**src/rtl/gpio_port_bank.sv**
```systemverilog
module gpio_port_bank #(
  parameter int NUM_PORTS  = 7,
  parameter int ADDR_W     = 9,
  parameter int STRIDE     = 48,
  parameter int VERSION_ID = 5
) (
  input  logic                    clk,
  input  logic                    rst_n,
  input  logic                    bus_en,
  input  logic                    bus_we,
  input  logic [ADDR_W-1:0]       bus_addr,
  input  logic [31:0]             bus_wdata,
  output logic [31:0]             bus_rdata,
  output logic                    clk_req,
  output logic                    sync_sel,
  input  logic [8*NUM_PORTS-1:0]  pad_in,
  output logic [8*NUM_PORTS-1:0]  pad_out,
  output logic [8*NUM_PORTS-1:0]  pad_oe,
  output logic [8*NUM_PORTS-1:0]  pad_od,
  output logic [8*NUM_PORTS-1:0]  pad_os,
  output logic [8*NUM_PORTS-1:0]  pad_pu_en
);
  localparam int PP     = 8;
  localparam int NPINS  = PP * NUM_PORTS;
  localparam int LIMIT  = NUM_PORTS * STRIDE;
  localparam int OFS_IN = 4, OFS_OUT = 8, OFS_MODE = 12, OFS_PUD = 16;
  localparam logic [6:0] CORES_F = 7'(NUM_PORTS);
  localparam logic [6:0] VER_F   = 7'(VERSION_ID);

  logic             wr;
  logic             ctrl_hit;
  logic [1:0]       ctrl_q;
  logic [NPINS-1:0] meta_q, sync_q;
  logic [PP-1:0]    out_q  [NUM_PORTS];
  logic [2*PP-1:0]  mode_q [NUM_PORTS];
  logic [PP-1:0]    pud_q  [NUM_PORTS];
  logic [31:0]      port_rd[NUM_PORTS];
  logic [31:0]      rd_all;
  logic             wdata_unused;

  assign wr           = bus_en && bus_we;
  assign ctrl_hit     = (bus_addr == '0);
  assign wdata_unused = ^bus_wdata[31:2*PP];
  assign clk_req      = ctrl_q[0];
  assign sync_sel     = ctrl_q[1];

  always_ff @(posedge clk or negedge rst_n)
    if (!rst_n)              ctrl_q <= '0;
    else if (wr && ctrl_hit) ctrl_q <= bus_wdata[1:0];

  always_ff @(posedge clk or negedge rst_n)
    if (!rst_n) begin
      meta_q <= '0;
      sync_q <= '0;
    end else begin
      meta_q <= pad_in;
      sync_q <= meta_q;
    end

  for (genvar p = 0; p < NUM_PORTS; p++) begin : g_port
    localparam logic [ADDR_W-1:0] A_IN   = ADDR_W'(p*STRIDE + OFS_IN);
    localparam logic [ADDR_W-1:0] A_OUT  = ADDR_W'(p*STRIDE + OFS_OUT);
    localparam logic [ADDR_W-1:0] A_MODE = ADDR_W'(p*STRIDE + OFS_MODE);
    localparam logic [ADDR_W-1:0] A_PUD  = ADDR_W'(p*STRIDE + OFS_PUD);

    always_ff @(posedge clk or negedge rst_n)
      if (!rst_n) begin
        out_q[p]  <= '0;
        mode_q[p] <= '0;
        pud_q[p]  <= '0;
      end else if (wr) begin
        if (bus_addr == A_OUT)  out_q[p]  <= bus_wdata[PP-1:0];
        if (bus_addr == A_MODE) mode_q[p] <= bus_wdata[2*PP-1:0];
        if (bus_addr == A_PUD)  pud_q[p]  <= bus_wdata[PP-1:0];
      end

    assign port_rd[p] = (bus_addr == A_IN)   ? 32'(sync_q[p*PP +: PP]) :
                        (bus_addr == A_OUT)  ? 32'(out_q[p])  :
                        (bus_addr == A_MODE) ? 32'(mode_q[p]) :
                        (bus_addr == A_PUD)  ? 32'(pud_q[p])  : 32'd0;

    for (genvar n = 0; n < PP; n++) begin : g_pin
      logic [1:0] md;
      logic       ob;
      assign md = mode_q[p][2*n +: 2];
      assign ob = out_q[p][n];
      assign pad_out[p*PP+n]   = ob;
      assign pad_od[p*PP+n]    = (md == 2'b10);
      assign pad_os[p*PP+n]    = (md == 2'b11);
      assign pad_oe[p*PP+n]    = (md == 2'b01) || (md == 2'b10 && !ob) || (md == 2'b11 && ob);
      assign pad_pu_en[p*PP+n] = ~pud_q[p][n];

      AST_OD_NEVER_HIGH: assert property (@(posedge clk) disable iff (!rst_n)
        (pad_od[p*PP+n] && pad_oe[p*PP+n]) |-> !pad_out[p*PP+n]);
      AST_OS_NEVER_LOW: assert property (@(posedge clk) disable iff (!rst_n)
        (pad_os[p*PP+n] && pad_oe[p*PP+n]) |-> pad_out[p*PP+n]);
    end

    AST_OUT_WRITE: assert property (@(posedge clk) disable iff (!rst_n)
      (wr && bus_addr == A_OUT) |=> (pad_out[p*PP +: PP] == $past(bus_wdata[PP-1:0])));
    AST_PUD_WRITE: assert property (@(posedge clk) disable iff (!rst_n)
      (wr && bus_addr == A_PUD) |=> (pad_pu_en[p*PP +: PP] == ~$past(bus_wdata[PP-1:0])));
  end

  always_comb begin
    rd_all = ctrl_hit ? {16'd0, CORES_F, VER_F, ctrl_q} : 32'd0;
    for (int p = 0; p < NUM_PORTS; p++) rd_all = rd_all | port_rd[p];
  end

  assign bus_rdata = bus_en ? rd_all : 32'd0;

  logic [1:0] age_q;
  always_ff @(posedge clk or negedge rst_n)
    if (!rst_n)            age_q <= '0;
    else if (age_q != 2'd2) age_q <= age_q + 2'd1;

  AST_SYNC_DEPTH: assert property (@(posedge clk) disable iff (!rst_n)
    (age_q == 2'd2) |-> (sync_q == $past(pad_in, 2)));
  AST_CTRL_WRITE: assert property (@(posedge clk) disable iff (!rst_n)
    (wr && ctrl_hit) |=> (clk_req == $past(bus_wdata[0]) && sync_sel == $past(bus_wdata[1])));
  AST_IGNORE_FAR: assert property (@(posedge clk) disable iff (!rst_n)
    (wr && int'(bus_addr) >= LIMIT) |=> ($stable(pad_out) && $stable(pad_oe) && $stable(pad_pu_en)
      && $stable(pad_od) && $stable(clk_req) && $stable(sync_sel)));
endmodule

```
**config.mk**
```make
export PLATFORM = sky130hd
export DESIGN_NAME = gpio_port_bank
export DESIGN_NICKNAME = d
export VERILOG_FILES = /design/src/rtl/gpio_port_bank.sv
export SDC_FILE = /design/constraint.sdc
export NUM_CORES = 1
export LEC_CHECK = 0
export BUFFER_PORTS_ARGS = -buffer_cell sky130_fd_sc_hd__buf_2
export CAP_MARGIN = 10
export CORE_ASPECT_RATIO = 0.75
export CORE_MARGIN = 5
export CORE_UTILIZATION = 35
export DETAILED_ROUTE_END_ITERATION = 16
export SLEW_MARGIN = 25
export SYNTH_ARGS = -nofsm -noshare
export SYNTH_HDL_FRONTEND = slang
export SYNTH_SLANG_ARGS = --single-unit
```
**constraint.sdc**
```tcl
create_clock -name clk -period 1.6 [get_ports clk]
set_input_delay 0 -clock clk [delete_from_list [all_inputs] [get_ports clk]]
set_output_delay 0 -clock clk [all_outputs]
set_load 0.01 [all_outputs]
```
Yosys cells after proc, flatten, opt, wreduce, memory -nomap -nowiden --
Cells that the tools add are included.
Word-level totals: register bits 338, memory bits (writable) 0, memories 0, memory bits (read-only) 0, logic and storage cells 617, bits in latches 0
Operators by class: add/sub/neg operators 0, div/mod/pow operators 0, bitwise logic cells 63, reduce and logical (&&, ||, !) cells 304, muxes and demuxes 30, order comparisons 0, $mul 0, shift-type cells 0, eq/ne operators 196
Operator list (number):
- $mux 16 | 22
- $eq 2x2->1 const B | 112
- $logic_and 1x1->1 | 114
- $eq 2x1->1 const B | 56
- $logic_or 1x1->1 | 112
- $eq 9x8->1 const B | 11
- $or 16x16->16 | 6
- $logic_not 1->1 | 56
- $mux 8 | 7
- $not 1->1 | 56
- $eq 9x7->1 const B | 5
- $eq 9x9->1 const B | 5
- $reduce_and 2->1 | 21
- $eq 9x6->1 const B | 3
- $eq 9x4->1 const B | 2
- $or 12x16->16 | 1
- $mux 12 | 1
- $eq 9x3->1 const B | 1
- $eq 9x5->1 const B | 1
- $logic_not 9->1 | 1

Depth between registers and ports, before layout --
word-level depth 13, gate-level depth with buffers 9, depth with buffers taken out 6

Least setup slack after synthesis --
No wires, ideal clock.
path type input port to output port, start input port bus_addr[8], end output port bus_rdata[5], buffers on the path 1, required time 1.600 ns, arrival 1.737 ns, cell stages on the path 7, slack -0.137 ns, cell sequence clkbuf_1 -> or4b_4 -> nor2_1 -> o21ai_0 -> a22o_1 -> and4_1 -> a31oi_1
Between the ends: word-level cells in the longest chain between the ends 13, elaborated cells on any way between the ends 64, those cells by class 28 x eq/ne; 29 x mux; 7 x bitwise
Ends and longest elaborated chain:
- start, declared | line 11 | input logic [ADDR_W-1:0] bus_addr,
- $eq 9x5->1 | line 80 | (bus_addr == A_PUD) ? 32'(pud_q[p]) : 32'd0;
- $mux 8 | line 80
- $mux 16 | line 79 | (bus_addr == A_MODE) ? 32'(mode_q[p]) :
- $mux 16 | line 78 | (bus_addr == A_OUT) ? 32'(out_q[p]) :
- $mux 16 | line 77 | assign port_rd[p] = (bus_addr == A_IN) ? 32'(sync_q[p*PP +: PP]) :
- $or 12x16->16 | line 107 | for (int p = 0; p < NUM_PORTS; p++) rd_all = rd_all | port_rd[p];
- $or 16x16->16 (5 in a row) | line 107
- $or 16x16->16 * | line 107
- $mux 16 * | line 110 | assign bus_rdata = bus_en ? rd_all : 32'd0;
- end, declared | line 13 | output logic [31:0] bus_rdata,
Mark *: on every way between the ends. The rest lies on a longest branch, timed or not.

Worst setup path after layout --
start register sync_q[45], end output port bus_rdata[5]
Between the ends: word-level cells in the longest chain between the ends 4
Ends and longest elaborated chain:
- start, declared | line 33 | logic [NPINS-1:0] meta_q, sync_q;
- start signal, assigned | line 57 | sync_q <= meta_q;
- $mux 16 | line 77
- $or 16x16->16 (2 in a row) | line 107
- $mux 16 | line 110
Every way passes these cells.

==> results.py <==
metrics = {
    "status": {
        "status": "finished, violations left",
        "failed_checks": "setup timing",
    },
    "sta": {
        "timing.final.crit_share_pct": 152,
        "finClkSkew_ns": 0.00797,
        "post-route-min-period_ns": 2.44,
        "slew_viol_final": 0,
        "hold_viol": 0,
        "finalSetupTns_ns": -6.89,
        "holdWs_ns": 0.0172,
        "setup_viol": 16,
        "fmax_mhz": 410,
        "tightestPinTransition_ns": 0.740,
        "relSlewSlack_pct": 50.6,
        "rsz0062_at_grt": "true",
        "layout_setup_ws_ns": -0.839,
    },
    "finish": {
        "final_cells": 2696,
        "layout.nets": 2185,
        "drive_gt1_share_pct": 49.7,
        "fill_cells": 3941,
        "fin_area_um2": 23400,
        "area_delta_synth_final_pct": 47.0,
    },
    "setup_path": {
        "cp-start-kind": "register",
        "cp_max_fo": 1,
        "end_kind": "output pin",
        "criticalPathCategory": "register to output pin",
        "cp.required_ns": 1.60,
        "cp_data_arrival_time_ns": 2.44,
    },
    "power_and_ir_drop": {
        "sw_frac_of_total_pct": 24.7,
        "pwr-share-clk_pct": 44.5,
        "cellPowerDensity_nw_per_um2": 823,
        "p_switching_uw": 4760,
        "p_int_uw": 14500,
        "irDropWorstVdd_uv": 620,
        "seq_power_share_pct": 46.5,
        "p_leak_uw": 0.0117,
        "p_comb_share_pct": 9.0,
    },
    "drt": {
        "vias_per_cell": 5.26,
        "antenna_left": 0,
        "wl_per_cell_um": 25.2,
        "vias": 14200,
        "drcViolationCount": 0,
        "firstDrtPassIters": 5,
        "drt_iter0_markers": 1149,
        "drt-total-wl_mm": 68.0,
    },
    "floorplanning": {
        "coreArea_um2": 44800,
        "fp.dieW_um": 256,
        "num_io_pins": 415,
        "start_util_pct": 35.5,
        "die_h_um": 195,
        "placementRows": 67,
        "dieArea_um2": 49800,
    },
    "yosys": {
        "synthArstFlopShare_pct": 100,
        "yosys-top-cells-area": "dfrtp_1, mux2_2, o21ai_0, xnor2_1, a22oi_1",
        "yosysTopAreaCell": "dfrtp_1",
        "syn_area_um2": 15900,
        "yosys_most_used_dff": "dfrtp_1",
        "avgSynthCellArea_um2": 11.4,
        "syn_inst": 1391,
        "synth_enable_flop_cells": 0,
        "synth-warning-count": 0,
        "synth_top_area_share_pct": 53.2,
        "ys_seq_area_share_pct": 53.2,
        "ys_types": 64,
        "ys_ff_latch": 338,
    },
    "clock_network": {
        "htreeDepth": 2,
        "clock_latency_ns": 0.56,
        "clock-sinks": 338,
        "clk_pin_slew_ns": 0.07,
        "cts.path.max_buffers": 3,
        "cts_tree": "done",
        "cts_root_buffer": "clkbuf_16",
        "numCtsBuffers": 36,
    },
    "min_path": {
        "hp-class": "primary input to register",
    },
    "global_route": {
        "grt_start_max_net_pins": 82,
        "grt_remaining_overflow": 0,
        "grt_pass1_wl_mm": 99.2,
        "track_usage_pct": 26.3,
        "grt_pass1_vias": 14500,
        "antenna_found_initial": 1,
    },
    "place": {
        "dp_worst_setup_slack_ns": -1.09,
        "dpl.cell_count": 2524,
        "post_dp_cell_area_um2": 20300,
        "dp_hpwl_mm": 50.9,
        "place.gp.congestion": 0.930,
        "port_buffers": 382,
    },
    "run": {
        "maxCapViolCount": 0,
    },
}
[sequential cells by signal (all words and copies together) (netlist names)]
name	cells
ctrl_q	2
g_port.g_pin.md	112
meta_q	56
pad_out	56
pud_q	56
sync_q	56
[critical path: stages, from the launching register on]
cell and delay [ns]:
dfrtp_1 0.35, a22o_1 0.21, a222oi_1 0.50, o31ai_2 0.23, a21oi_1 0.18, a31oi_1 0.11, buf_4 0.18, buf_6 0.12
[path summary, 6_finish.rpt]
check | startpoint | end | slack [ns] | depth (start not counted)
worst max-delay path | sync_q[45] | bus_rdata[5] | -0.84 | 7
worst min-delay path | bus_wdata[5] | pud_q[5] | 0.02 | 3
worst max register to register | pad_out[54] | pad_out[54] | 0.40 | 4
worst min register to register | meta_q[37] | sync_q[37] | 0.34 | 0
max in group asynchronous | rst_n | pud_q[11] | 1.06 | 3
min in group asynchronous | rst_n | g_port[0].g_pin[2].md[1] | 0.05 | 3
[cells by family after synthesis]
family                 after synthesis  synth area share [%]
AND/OR/NAND/NOR                    368                  13.6
flip-flops                         338                  53.2
AO/OA/AOI/OAI                      269                  11.1
multiplexers                       210                  14.9
buffers and inverters              149                  4.19
XOR/XNOR                            56                  3.09
other                                1                0.0236
[cell usage after synthesis (3+ instances only)]
master	count
a2111oi_0	4
a211oi_1	4
a21o_1	4
a21oi_1	12
a221oi_1	10
a222oi_1	4
a22o_1	14
a22oi_1	64
a31oi_1	12
a32o_1	3
a32oi_1	6
a41oi_1	3
and2_1	64
and3_1	6
and4_1	3
buf_1	3
buf_2	22
buf_4	19
clkbuf_1	43
dfrtp_1	338
inv_1	60
mux2_1	10
mux2_2	199
nand2_1	87
nand2b_1	61
nand3_1	11
nor2_1	26
nor2_2	9
nor2b_1	59
nor3_1	10
nor4_1	5
nor4bb_1	3
o21ai_0	115
o32ai_1	3
xnor2_1	56
[power groups by stage]
stage / combinational, uW / clock, uW / sequential (uW)
5_1_grt: 1850 / 9100 / 8960
3_5_place_dp: 1460 / 0 / 9090
4_1_cts: 1680 / 8730 / 8940
2_1_floorplan: 544 / 0 / 9040
6_report: 1730 / 8560 / 8950
3_3_place_gp: 1440 / 0 / 9080
[repair_timing]
| action | in CTS | in global routing |
|---|---|---|
| gates resized for setup | 100 | 81 |
| hold endpoints to repair | 458 | 0 |
| pin swaps | 39 | 45 |
| hold buffers | 71 | 0 |
| endpoints found under the setup margin | 59 | 41 |
| buffers inserted | 27 | 23 |
[metal layers]
| metal | GRT usage, % | vias to the layer above | share of wire [%] |
|---|---|---|---|
| li1 | - | 6242 | - |
| met4 | 5.29 | 0 | 1.9 |
| met3 | 4.15 | 80 | 7.1 |
| met5 | 0 | - | 0 |
| met1 | 39.4 | 7264 | 46 |
| met2 | 40.9 | 600 | 45 |
[through the flow]
step           utilization (%)  total power [uW]
3_3_place_gp              45.4             10500
4_1_cts                   51.2             19300
5_1_grt                   52.2             19900
2_1_floorplan                -              9580
3_5_place_dp              45.4             10500
6_report                  52.2             19200
[cell usage in the layout (no fill, tap or decap), types with 14 or more instances in the layout]
master	instances
buf_12	24
dfrtp_1	326
buf_4	224
buf_2	374
conb_1	16
nand2b_1	44
nand2b_4	17
inv_1	59
nor2b_1	59
nor2_1	22
nand2_1	83
dlygate4sd3_1	70
a22o_1	14
a22oi_2	14
clkbuf_16	36
o21ai_0	105
xnor2_1	42
and2_1	62
xnor2_2	14
buf_6	34
a22oi_1	50
mux2_2	199
[cell type report]
cell class              count  area (um^2)  share of cell area [%]
repair buffers            729         5160                    22.1
clock inverters            12          205                   0.878
multi-input cells         919         7560                    32.4
clock buffers              51         1010                    4.31
diodes                      1         2.50                  0.0107
flip-flops and latches    338         8470                    36.3
inverters                  60          225                   0.964
well taps                 586          733                    3.14
(Power assumes the default switching activity.)
